[config.mk]
export PLATFORM = sky130hd
export DESIGN_NAME = epp_host_engine
export DESIGN_NICKNAME = d
export VERILOG_FILES = /design/src/rtl/epp_pkg.sv /design/src/rtl/epp_wait_sync.sv /design/src/rtl/epp_watchdog.sv /design/src/rtl/epp_seq.sv /design/src/rtl/epp_host_engine.sv
export SDC_FILE = /design/constraint.sdc
export NUM_CORES = 1
export LEC_CHECK = 0
export BUFFER_PORTS_ARGS = -buffer_cell sky130_fd_sc_hd__buf_2
export CORE_MARGIN = 5
export CORE_UTILIZATION = 45
export DETAILED_ROUTE_END_ITERATION = 6
export PLACE_DENSITY_LB_ADDON = 0.12
export RECOVER_POWER = 100
export SLEW_MARGIN = 20
export SYNTH_ARGS = -nofsm -noshare
export SYNTH_HDL_FRONTEND = slang
export SYNTH_HIERARCHICAL = 1
export SYNTH_SLANG_ARGS = --single-unit
[constraint.sdc]
create_clock -name clk -period 1.9 [get_ports clk]
set_clock_uncertainty 0.1 [all_clocks]
set_input_delay 0.285 -clock clk [delete_from_list [all_inputs] [get_ports clk]]
set_output_delay 0.285 -clock clk [all_outputs]
set_load 0.01 [all_outputs]
[src/rtl/epp_pkg.sv]
package epp_pkg;
    typedef enum logic [2:0] {
        ST_IDLE,
        ST_HOLD,
        ST_STROBE,
        ST_FINISH,
        ST_ABORT
    } epp_state_e;

    // operation code: bit 1 = read, bit 0 = data
    function automatic logic op_is_read(input logic [1:0] op);
        return op[1];
    endfunction

    function automatic logic op_is_data(input logic [1:0] op);
        return op[0];
    endfunction
endpackage

[src/rtl/epp_wait_sync.sv]
module epp_wait_sync #(
    parameter int STAGES = 2
) (
    input  logic clk,
    input  logic rst_n,
    input  logic async_in,
    output logic sync_out
);
    logic [STAGES-1:0] chain;

    always_ff @(posedge clk or negedge rst_n) begin
        if (!rst_n) chain <= '1;
        else        chain <= {chain[STAGES-2:0], async_in};
    end

    assign sync_out = chain[STAGES-1];
endmodule

[src/rtl/epp_watchdog.sv]
module epp_watchdog #(
    parameter int LIMIT = 2500
) (
    input  logic clk,
    input  logic rst_n,
    input  logic start,
    input  logic run,
    output logic expired
);
    localparam int W = $clog2(LIMIT + 1);
    logic [W-1:0] cnt;

    always_ff @(posedge clk or negedge rst_n) begin
        if (!rst_n)     cnt <= '0;
        else if (start) cnt <= '0;
        else if (run)   cnt <= cnt + 1'b1;
    end

    assign expired = run && (cnt == W'(LIMIT - 1));
endmodule

[src/rtl/epp_seq.sv]
module epp_seq
    import epp_pkg::*;
(
    input  logic       clk,
    input  logic       rst_n,
    input  logic       req_valid,
    input  logic [1:0] req_op,
    input  logic [7:0] req_wdata,
    input  logic       wait_s,
    input  logic       expired,
    input  logic [7:0] bus_in,
    input  logic       tmo_clr,
    output epp_state_e state,
    output logic [1:0] op_q,
    output logic [7:0] wdata_q,
    output logic [7:0] rdata,
    output logic       tmo_flag,
    output logic       wd_start,
    output logic       wd_run
);
    epp_state_e nxt;

    always_comb begin
        nxt = state;
        unique case (state)
            ST_IDLE:   if (req_valid) nxt = ST_HOLD;
            ST_HOLD:   if (expired) nxt = ST_ABORT;
                       else if (!wait_s) nxt = ST_STROBE;
            ST_STROBE: if (wait_s) nxt = ST_FINISH;
                       else if (expired) nxt = ST_ABORT;
            ST_FINISH: nxt = ST_IDLE;
            ST_ABORT:  nxt = ST_IDLE;
            default:   nxt = ST_IDLE;
        endcase
    end

    always_ff @(posedge clk or negedge rst_n) begin
        if (!rst_n) state <= ST_IDLE;
        else        state <= nxt;
    end

    always_ff @(posedge clk or negedge rst_n) begin
        if (!rst_n) begin
            op_q     <= '0;
            wdata_q  <= '0;
            rdata    <= '0;
            tmo_flag <= 1'b0;
        end else begin
            if (wd_start) begin
                op_q    <= req_op;
                wdata_q <= req_wdata;
            end
            if (state == ST_STROBE && wait_s && op_is_read(op_q))
                rdata <= bus_in;
            if (state == ST_ABORT)  tmo_flag <= 1'b1;
            else if (tmo_clr)       tmo_flag <= 1'b0;
        end
    end

    always_comb begin
        wd_start = (state == ST_IDLE) && req_valid;
        wd_run   = (state == ST_HOLD) || (state == ST_STROBE);
    end
endmodule

[src/rtl/epp_host_engine.sv]
module epp_host_engine
    import epp_pkg::*;
#(
    parameter int CLK_HZ     = 250_000_000,
    parameter int TIMEOUT_US = 10,
    parameter int SYNC_STG   = 2
) (
    input  logic       clk,
    input  logic       rst_n,
    input  logic       req_valid,
    input  logic [1:0] req_op,
    input  logic [7:0] req_wdata,
    output logic       req_ready,
    output logic       done,
    output logic       done_err,
    output logic [7:0] rdata,
    output logic       tmo_flag,
    input  logic       tmo_clr,
    input  logic [7:0] idle_data,
    input  logic       idle_dir,
    input  logic       idle_wr_n,
    input  logic       idle_dstb_n,
    input  logic       idle_astb_n,
    input  logic       idle_init_n,
    input  logic       pp_wait,
    input  logic [7:0] pp_data_i,
    output logic [7:0] pp_data_o,
    output logic       pp_data_oe,
    output logic       pp_wr_n,
    output logic       pp_dstb_n,
    output logic       pp_astb_n,
    output logic       pp_init_n
);
    localparam int TMO_CYCLES = (CLK_HZ / 1_000_000) * TIMEOUT_US;

    logic       wait_s;
    logic       expired;
    logic       wd_start;
    logic       wd_run;
    epp_state_e state;
    logic [1:0] op_q;
    logic [7:0] wdata_q;

    epp_wait_sync #(.STAGES(SYNC_STG)) u_sync (
        .clk(clk), .rst_n(rst_n), .async_in(pp_wait), .sync_out(wait_s)
    );

    epp_watchdog #(.LIMIT(TMO_CYCLES)) u_wdog (
        .clk(clk), .rst_n(rst_n), .start(wd_start), .run(wd_run), .expired(expired)
    );

    epp_seq u_seq (
        .clk(clk), .rst_n(rst_n), .req_valid(req_valid), .req_op(req_op),
        .req_wdata(req_wdata), .wait_s(wait_s), .expired(expired),
        .bus_in(pp_data_i), .tmo_clr(tmo_clr), .state(state), .op_q(op_q),
        .wdata_q(wdata_q), .rdata(rdata), .tmo_flag(tmo_flag),
        .wd_start(wd_start), .wd_run(wd_run)
    );

    // pin multiplexer: control image when idle, cycle drive otherwise
    always_comb begin
        pp_init_n  = idle_init_n;
        pp_data_o  = wdata_q;
        pp_wr_n    = op_is_read(op_q);
        pp_dstb_n  = 1'b1;
        pp_astb_n  = 1'b1;
        pp_data_oe = !op_is_read(op_q);
        req_ready  = 1'b0;
        done       = 1'b0;
        done_err   = 1'b0;
        unique case (state)
            ST_IDLE: begin
                req_ready  = 1'b1;
                pp_data_o  = idle_data;
                pp_data_oe = !idle_dir;
                pp_wr_n    = idle_wr_n;
                pp_dstb_n  = idle_dstb_n;
                pp_astb_n  = idle_astb_n;
            end
            ST_HOLD: ;
            ST_STROBE: begin
                pp_dstb_n = !op_is_data(op_q);
                pp_astb_n = op_is_data(op_q);
            end
            ST_FINISH: done = 1'b1;
            ST_ABORT: begin
                done       = 1'b1;
                done_err   = 1'b1;
                pp_wr_n    = 1'b1;
                pp_data_oe = 1'b0;
            end
            default: ;
        endcase
    end
endmodule

==> run metrics <==
CP required roughly 1.5 ns; Ys Warns 6; RSZ-0062 raised after global routing yes; initial antenna violation count 0; setup slack, reg-to-reg -0.15 ns; post-layout instance count excluding filler cells 286; Worst Reg-to-Reg Cells 8; leakage 1.18 nW; Crit. End Element primary output; most frequent cells in the layout 38 x buf_2, 31 x dfrtp_1, 18 x mux2_2; crit path launch type flip-flop; Worst Path Max Fanout 4; initial core utilization 47.7%; Fillers 305; Peak VDD IR 772 uV; Tmin final 2.13 ns; Final Setup Violations 25; ys async rst share 100%; EDFF count, synth 0; max_slew headroom 58.8%; Critical R2R Launch u_seq/state[0]; nets approximately 280; core box area 3740 um^2; average wire per standard cell about 16 um; first-pass GRT wire length 7500 um; Final Cell Area 2600 um^2; DP Area 2300 um^2; power per cell area 1440 nW/um^2; Clk Latency, worst-skew pair 0.28 ns; dpl ws -0.0301 ns; CP Class flip-flop to primary output; Syn-to-layout area delta 45.5%; max cap viols 0; Routed Antenna Nets 0; failing checks negative setup slack; outcome finished with violations; die height 73.0 um; CTS tree yes; Cell variety after synth between 40 and 50; ys flop type dfrtp_1; Syn Area/Cell 12.2 um^2; Syn Inst Count between 100 and 150; Worst Hold Margin 0.0892 ns; Clock Pin Slew Worst Setup and Hold Paths 0.07 ns; hold endpoint u_seq/tmo_flag; max-slew violations 0; period utilization 112%; total gr overflow 0; Final WS setup -0.231 ns; Hold/Removal Path Class input port to flip-flop; routability cong. roughly 0.84; GRT Total Usage 17.9%; Worst-Margin Slew 0.618 ns; placed insts 269; commonest non-fill, non-tap cell in the layout buf_2; vias in the first global route ~1600; WL final 4480 um; Hold Crit Start tmo_clr; Die X 73.0 um; setup TNS -2.92 ns; CTS Sinks 36; WHS Path Cells 2; Reg-to-Reg End u_wdog/cnt[7]; number of H-tree levels 2; Synth Register Bits 36; Clock Tree Buf Depth 2; synthesized net count around 180; vias per cell 5.29; port bufs 58; Peak Freq 469 MHz; Site Rows 22; drt drc 0; largest net degree at the start of global routing 16; cts bufs inserted 5; total number of vias 1512; clk root buf clkbuf_8; Fin. Hold Viols 0; ANT cells 0; Arrival @ worst endpoint ~1.8 ns; die area 5330 um^2; TritonRoute pass-1 iters 4; I/O pin total between 60 and 70; synthesized area 1790 um^2; DR iter-0 viols between 60 and 70; Seq/Total Area, Yosys 50.6%; post-DP HPWL 3140 um; share of cells above drive strength 1 57.1%
[layout make-up]
| class | count | area [um^2] | share of cell area (%) |
|---|---|---|---|
| inverter | 4 | 27.5 | 1.06 |
| sequential | 36 | 907 | 34.9 |
| tap | 48 | 60.1 | 2.31 |
| multi-input combinational | 102 | 933 | 35.9 |
| clock buffer | 7 | 96.3 | 3.71 |
| timing repair buffer | 88 | 564 | 21.7 |
| timing repair inverter | 1 | 8.76 | 0.337 |
[flip-flops by register name (all words and copies together) (netlist names)]
| name | count |
|---|---|
| u_seq/op_q | 2 |
| u_seq/rdata | 8 |
| u_seq/state | 3 |
| u_seq/tmo_flag | 1 |
| u_seq/wdata_q | 8 |
| u_sync/chain | 2 |
| u_wdog/cnt | 12 |
[synthesized netlist by cell type (3+ instances only)]
cell     count  area [um^2]
a21oi_1      8         40.0
dfrtp_1     34          851
inv_1        3         11.3
mux2_2      19          214
mux2_4       8          120
mux2i_1      3         30.0
nand2_1      6         22.5
nor2_1      11         41.3
o21ai_0      6         30.0
o31ai_1      3         22.5
or3_1        4         25.0
or4_1        4         30.0
xor2_1       3         26.3
[stage by stage]
stage	total power, mW	util, %
global placement	2.81	61.5
CTS	3.73	68.5
finish	3.73	69.4
global route	4.00	69.4
floorplan	2.26	-
detailed placement	2.87	61.5
[kinds of logic (layout without fill, tap and decap cells)]
group | after synthesis | after routing | share of synthesized area, %
AND/OR/NAND/NOR | 42 | 42 | 14.5
buffers and inverters | 8 | 100 | 2.31
multiplexers | 30 | 30 | 20.4
XOR/XNOR | 4 | 4 | 1.96
AO/OA/AOI/OAI | 25 | 25 | 9.53
flip-flops | 36 | 36 | 50.6
adder cells (fa/ha/maj) | 1 | 1 | 0.701
[where the power goes]
group	switching, mW	internal (mW)
sequential	0.160	1.03
clock	0.253	0.323
combinational	0.882	1.09
total	1.30	2.44
[routing by layer]
| layer | vias to the layer above | share of wire (%) | global-route usage, % |
|---|---|---|---|
| met3 | 10 | 8.0 | 4.68 |
| li1 | 716 | - | - |
| met5 | - | 0 | 0 |
| met2 | 57 | 53 | 32.3 |
| met4 | 0 | 2.0 | 6.76 |
| met1 | 729 | 37 | 19.8 |
[worst max path at each step]
stage	start	to	slack [ns]	cells past startpoint
after floorplan	u_seq/state[2]	u_wdog/cnt[11]	-0.12	5
after global placement	u_seq/state[0]	u_wdog/cnt[11]	-0.005	6
after detailed placement	u_seq/state[0]	u_wdog/cnt[11]	-0.03	6
after CTS	u_seq/state[2]	pp_data_o[7]	-0.25	5
after global routing	u_seq/state[1]	pp_data_o[5]	-0.29	5
final	u_seq/state[1]	pp_data_o[6]	-0.23	5
[repair_timing]
| action | in CTS | in global routing |
|---|---|---|
| pin swaps | 10 | 6 |
| endpoints found under the hold margin | 8 | 0 |
| cloned | 1 | 0 |
| buffers inserted | 6 | 1 |
| resized for setup | 16 | 14 |
| endpoints found under the setup margin | 15 | 33 |
| hold buffers | 2 | 0 |
[worst max-delay path: stages, from the launching register on]
cell      delay [ns]
dfrtp_2         0.41
buf_6           0.12
or3_4           0.43
clkinv_4        0.09
mux2_4          0.30
buf_6           0.12
(Power assumes the default switching activity.)
